--- src/rtl/tpc_pkg.sv ---
package tpc_pkg;
   typedef enum logic [1:0] {
      PH_FIRST = 2'd0,
      PH_POLL  = 2'd1,
      PH_CONF1 = 2'd2,
      PH_CONF2 = 2'd3
   } tpc_phase_e;
endpackage

--- src/rtl/tpc_read_watchdog.sv ---
module tpc_read_watchdog #(
   parameter bit          ENABLE    = 1'b1,
   parameter int unsigned MAX_READS = 1024,
   localparam int unsigned CNT_W    = $clog2(MAX_READS + 1)
) (
   input  logic clk,
   input  logic rst,
   input  logic clear,
   input  logic tick,
   output logic last
);
   if (ENABLE) begin : g_on
      logic [CNT_W-1:0] count_q;
      always_ff @(posedge clk) begin
         if (rst || clear) count_q <= '0;
         else if (tick)    count_q <= count_q + 1'b1;
      end
      assign last = tick && (count_q == CNT_W'(MAX_READS - 1));
   end else begin : g_off
      logic unused_wd;
      assign unused_wd = &{1'b0, clk, rst, clear, tick};
      assign last = 1'b0;
   end
endmodule

--- src/rtl/tpc_decide.sv ---
module tpc_decide
   import tpc_pkg::*;
(
   input  tpc_phase_e phase,
   input  logic       ref_bit,
   input  logic       new_bit,
   input  logic       limit_bit,
   input  logic       wd_last,
   output tpc_phase_e next_phase,
   output logic       finish,
   output logic       ok
);
   always_comb begin
      next_phase = phase;
      finish     = 1'b0;
      ok         = 1'b0;
      unique case (phase)
         PH_FIRST: next_phase = PH_POLL;
         PH_POLL: begin
            if (new_bit == ref_bit) begin
               finish = 1'b1;
               ok     = 1'b1;
            end else if (limit_bit) begin
               next_phase = PH_CONF1;
            end
         end
         PH_CONF1: next_phase = PH_CONF2;
         PH_CONF2: begin
            finish = 1'b1;
            ok     = (new_bit == ref_bit);
         end
         default: next_phase = PH_FIRST;
      endcase
      // watchdog only overrides an undecided read
      if (!finish && wd_last) begin
         finish = 1'b1;
         ok     = 1'b0;
      end
   end
endmodule

--- src/rtl/toggle_poll_ctrl.sv ---
module toggle_poll_ctrl
   import tpc_pkg::*;
#(
   parameter int unsigned DATA_W     = 8,
   parameter int unsigned TOGGLE_BIT = 6,
   parameter int unsigned LIMIT_BIT  = 5,
   parameter bit          WDOG_EN    = 1'b1,
   parameter int unsigned MAX_READS  = 1024
) (
   input  logic              clk,
   input  logic              rst,
   input  logic              start,
   output logic              rd_req,
   input  logic              rd_ack,
   input  logic [DATA_W-1:0] rd_data,
   output logic              busy,
   output logic              done,
   output logic              pass,
   output logic              reset_req
);
   if (TOGGLE_BIT >= DATA_W) begin : g_bad_tog
      $error("TOGGLE_BIT outside data width");
   end
   if (LIMIT_BIT >= DATA_W || LIMIT_BIT == TOGGLE_BIT) begin : g_bad_lim
      $error("LIMIT_BIT invalid");
   end
   if (MAX_READS < 2) begin : g_bad_max
      $error("MAX_READS must be at least 2");
   end

   logic       busy_q, done_q, pass_q, rreq_q, ref_q;
   tpc_phase_e phase_q, phase_d;
   logic       finish, ok, wd_last;
   logic       accept, sample;

   assign accept = start && !busy_q;
   assign sample = busy_q && rd_ack;

   tpc_read_watchdog #(
      .ENABLE   (WDOG_EN),
      .MAX_READS(MAX_READS)
   ) u_wd (
      .clk  (clk),
      .rst  (rst),
      .clear(accept),
      .tick (sample),
      .last (wd_last)
   );

   tpc_decide u_dec (
      .phase     (phase_q),
      .ref_bit   (ref_q),
      .new_bit   (rd_data[TOGGLE_BIT]),
      .limit_bit (rd_data[LIMIT_BIT]),
      .wd_last   (wd_last),
      .next_phase(phase_d),
      .finish    (finish),
      .ok        (ok)
   );

   always_ff @(posedge clk) begin
      if (rst) begin
         busy_q  <= 1'b0;
         phase_q <= PH_FIRST;
         ref_q   <= 1'b0;
         done_q  <= 1'b0;
         pass_q  <= 1'b0;
         rreq_q  <= 1'b0;
      end else begin
         done_q <= 1'b0;
         pass_q <= 1'b0;
         rreq_q <= 1'b0;
         if (accept) begin
            busy_q  <= 1'b1;
            phase_q <= PH_FIRST;
         end else if (sample) begin
            ref_q   <= rd_data[TOGGLE_BIT];
            phase_q <= phase_d;
            if (finish) begin
               busy_q <= 1'b0;
               done_q <= 1'b1;
               pass_q <= ok;
               rreq_q <= !ok;
            end
         end
      end
   end

   logic unused_rd;
   assign unused_rd = ^rd_data;

   assign rd_req    = busy_q;
   assign busy      = busy_q;
   assign done      = done_q;
   assign pass      = pass_q;
   assign reset_req = rreq_q;
endmodule

--- config.mk ---
export PLATFORM = sky130hd
export DESIGN_NAME = toggle_poll_ctrl
export DESIGN_NICKNAME = d
export VERILOG_FILES = /design/src/rtl/tpc_pkg.sv /design/src/rtl/tpc_read_watchdog.sv /design/src/rtl/tpc_decide.sv /design/src/rtl/toggle_poll_ctrl.sv
export SDC_FILE = /design/constraint.sdc
export NUM_CORES = 1
export LEC_CHECK = 0
export ABC_AREA = 1
export BUFFER_PORTS_ARGS = -buffer_cell sky130_fd_sc_hd__buf_2
export CAP_MARGIN = 40
export CORE_MARGIN = 3
export CORE_UTILIZATION = 46
export DETAILED_ROUTE_END_ITERATION = 10
export PLACE_DENSITY = 0.7
export SLEW_MARGIN = 40
export SYNTH_ARGS = -nofsm -noshare
export SYNTH_HDL_FRONTEND = slang
export SYNTH_HIERARCHICAL = 1
export SYNTH_SLANG_ARGS = --single-unit
--- constraint.sdc ---
create_clock -name clk -period 1.7 [get_ports clk]
set_input_delay 0.34 -clock clk [delete_from_list [all_inputs] [get_ports clk]]
set_output_delay 0.34 -clock clk [all_outputs]
set_load 0.01 [all_outputs]
==> results.yml <==
worst_setup_path:
  crit_path_start: "u_wd/g_on.count_q[1]"
  crit_type: "reg2reg"
  arrival_ns: 1.80
  end_kind: "flip-flop"
  max_stage_delay_ns: 0.39
  start_kind: "flip-flop"
  timing.rr.end: "reset_req"
  cp_max_fo: 4
  required_ns: 1.93
  reg2reg_depth: 11
  ff2ff_setup_slack_ns: 0.14
  path_cells: "ha_1 -> nand2_2 -> nor2_4 -> nand4_2 -> inv_1 -> inv_1 -> nand3_1 -> inv_1 -> nor2_4 -> nand2_2 -> nor2_1"
  crit_slowest_cell: "dfxtp_1"
  r2r_start: "u_wd/g_on.count_q[1]"
  crit_top_cell: "inv_1"
timing:
  max-slew-margin-rel: 0.8419
  worst_hold_slack_ns: 0.3039
  setup_tns_ns: 0
  timing.final.max_slew_violations: 0
  fin_crit_ns: 1.563
  worst_pin_slew_ns: 0.2359
  fin_crit_sh: 0.9193
  rsz0062_at_grt: "false"
  finClkSkew_ns: 0.003098
  timing.fmax_mhz: 639.9
  setup_viol: 0
  hold_viol: 0
global_route:
  grt_max_degree: 11
  grt_pass1_wl_um: 2677
  grt_util_all_layers: 0.1407
  grt_antenna_before_repair: 0
  overflow: 0
  grt_pass1_vias: 661
pwr:
  p_leak_nw: 0.4568
  p_per_area_mw_per_mm2: 749.1
  vdd_drop_max_uv: 610.1
  power_uw: 767.6
synth:
  yosys_warnings: 6
  avgSynthCellArea_um2: 7.455
  yosysSeqAreaShare: 0.3994
  synth_nets: 134
  ys_seq_elements: 18
  synth.distinct_cells: 24
  postSynthCellCount: 121
  syn_area_um2: 902.1
min_path:
  hp-class: "in2reg"
  hold_path_depth: 3
  worstHoldStart: "start"
  hold_end: "busy"
floorplan:
  pin_count: 17
  start_util: 0.5060
  die_x_um: 50.29
  num_rows: 15
  fp.coreArea_mm2: 0.001783
  chipHeight_um: 50.29
  dieArea_mm2: 0.002529
final_layout:
  final.fill_count: 173
  final_cell_mix: "nand2_1 (21), inv_1 (18), dfxtp_1 (17)"
  insertedDiodeCount: 0
  final_common_cell: "nand2_1"
  finalNetCount: 150
  drive_gt1_frac: 0.2647
  syn2layout_area_growth_pct: 13.59
  fin_util: 0.5747
routing:
  vias: 773
  drc: 0
  antenna_left: 0
  drt-total-wl_um: 1691
  viasPerCell: 4.801
  wire_per_inst_um: 10.50
  drt_iter0_drc: 13
  dr.pass1.iters: 4
clock_network:
  cts.clk_slew.worst_paths_ns: 0.10
  clkSinkCount: 18
  cts_max_level: 1
  clk_latency_ns: 0.29
  cts_root_buf: "clkbuf_4"
  cts_tree: "built"
  cts_made_buffers: 3
  holdBufCountCts: 0
  ctsLongestPathBuffers: 2
placement:
  routabilityCongestion: 0.8422
  dp_hpwl_um: 1269
  io_buffers: 10
status:
  status: "finished, final reports clean"
job:
  cap_violations: 0
[synthesized netlist by cell type, drive strengths merged]
cell / count / area, um^2
ha: 1 / 12.51
nor3: 4 / 25.02
inv: 20 / 75.07
a31oi: 1 / 6.260
xor2: 1 / 8.760
o21ai: 6 / 33.78
buf: 2 / 18.77
nand3: 9 / 50.05
nor2: 20 / 117.6
nand2: 25 / 108.9
nand4: 4 / 31.28
a21oi: 10 / 53.80
dfxtp: 18 / 360.4
[where the power goes]
group	switching, mW	total (mW)	internal (mW)
registers	0.00631	0.435	0.428
clock network	0.134	0.264	0.130
logic	0.0428	0.0688	0.0259
[kinds of logic after synthesis]
kind of cell             after synthesis  share of synthesized area
AND/OR/NAND/NOR                       62                     0.3689
XOR/XNOR                               1                   0.009711
flip-flops                            18                     0.3995
AO/OA/AOI/OAI                         17                     0.1040
adder cells (fa/ha/maj)                1                    0.01387
buffers and inverters                 22                     0.1040
[cell type report]
class | count | area, um^2 | area share
timing repair buffer | 13 | 72.57 | 0.07082
tap | 25 | 31.28 | 0.03053
clock buffer | 4 | 36.28 | 0.03541
multi-input combinational | 81 | 447.9 | 0.4371
inverter | 20 | 75.07 | 0.07326
sequential | 18 | 361.6 | 0.3529
[critical path, delay by kind of cell (launching register included)]
kind	cells	cell delay [ns]
and+or+nand+nor	7	0.71
buffers and inverters	3	0.18
DFF	1	0.39
adders and majority gates	1	0.22
[timing repair]
item / CTS / global route
endpoints found under the setup margin: 0 / 2
gates resized for setup: 0 / 1
buffers inserted: 0 / 0
[metal layers]
| layer | share of wire | global-route usage |
|---|---|---|
| met1 | 0.50 | 0.1731 |
| met2 | 0.45 | 0.2326 |
| met3 | 0.041 | 0.02671 |
| met4 | 0.010 | 0.06912 |
| met5 | 0 | 0 |
[metrics by stage]
| stage | setup slack (ns) | cell area (um^2) | std cells |
|---|---|---|---|
| 6_report | 0.1373 | 1025 | 161 |
| 5_1_grt | 0.01623 | 1025 | 161 |
| 4_1_cts | 0.1026 | 1023 | 161 |
| 3_5_place_dp | 0.1464 | 987.2 | 157 |
| 3_3_place_gp | 0.1979 | 987.2 | 157 |
| 2_1_floorplan | 0.1106 | 902.1 | 121 |
[how the worst max path moves through the flow]
stage / endpoint / cells past startpoint
6_report: reset_req / 11
5_1_grt: pass / 11
4_1_cts: reset_req / 11
3_5_place_dp: reset_req / 11
3_3_place_gp: pass / 13
2_1_floorplan: pass / 13
[sequential cells by signal (all words and copies together) (netlist names)]
| register | count |
|---|---|
| busy | 1 |
| done | 1 |
| pass | 1 |
| phase_q | 2 |
| ref_q | 1 |
| reset_req | 1 |
| u_wd/g_on.count_q | 11 |
Note: power is estimated with default switching activity, not from simulation.
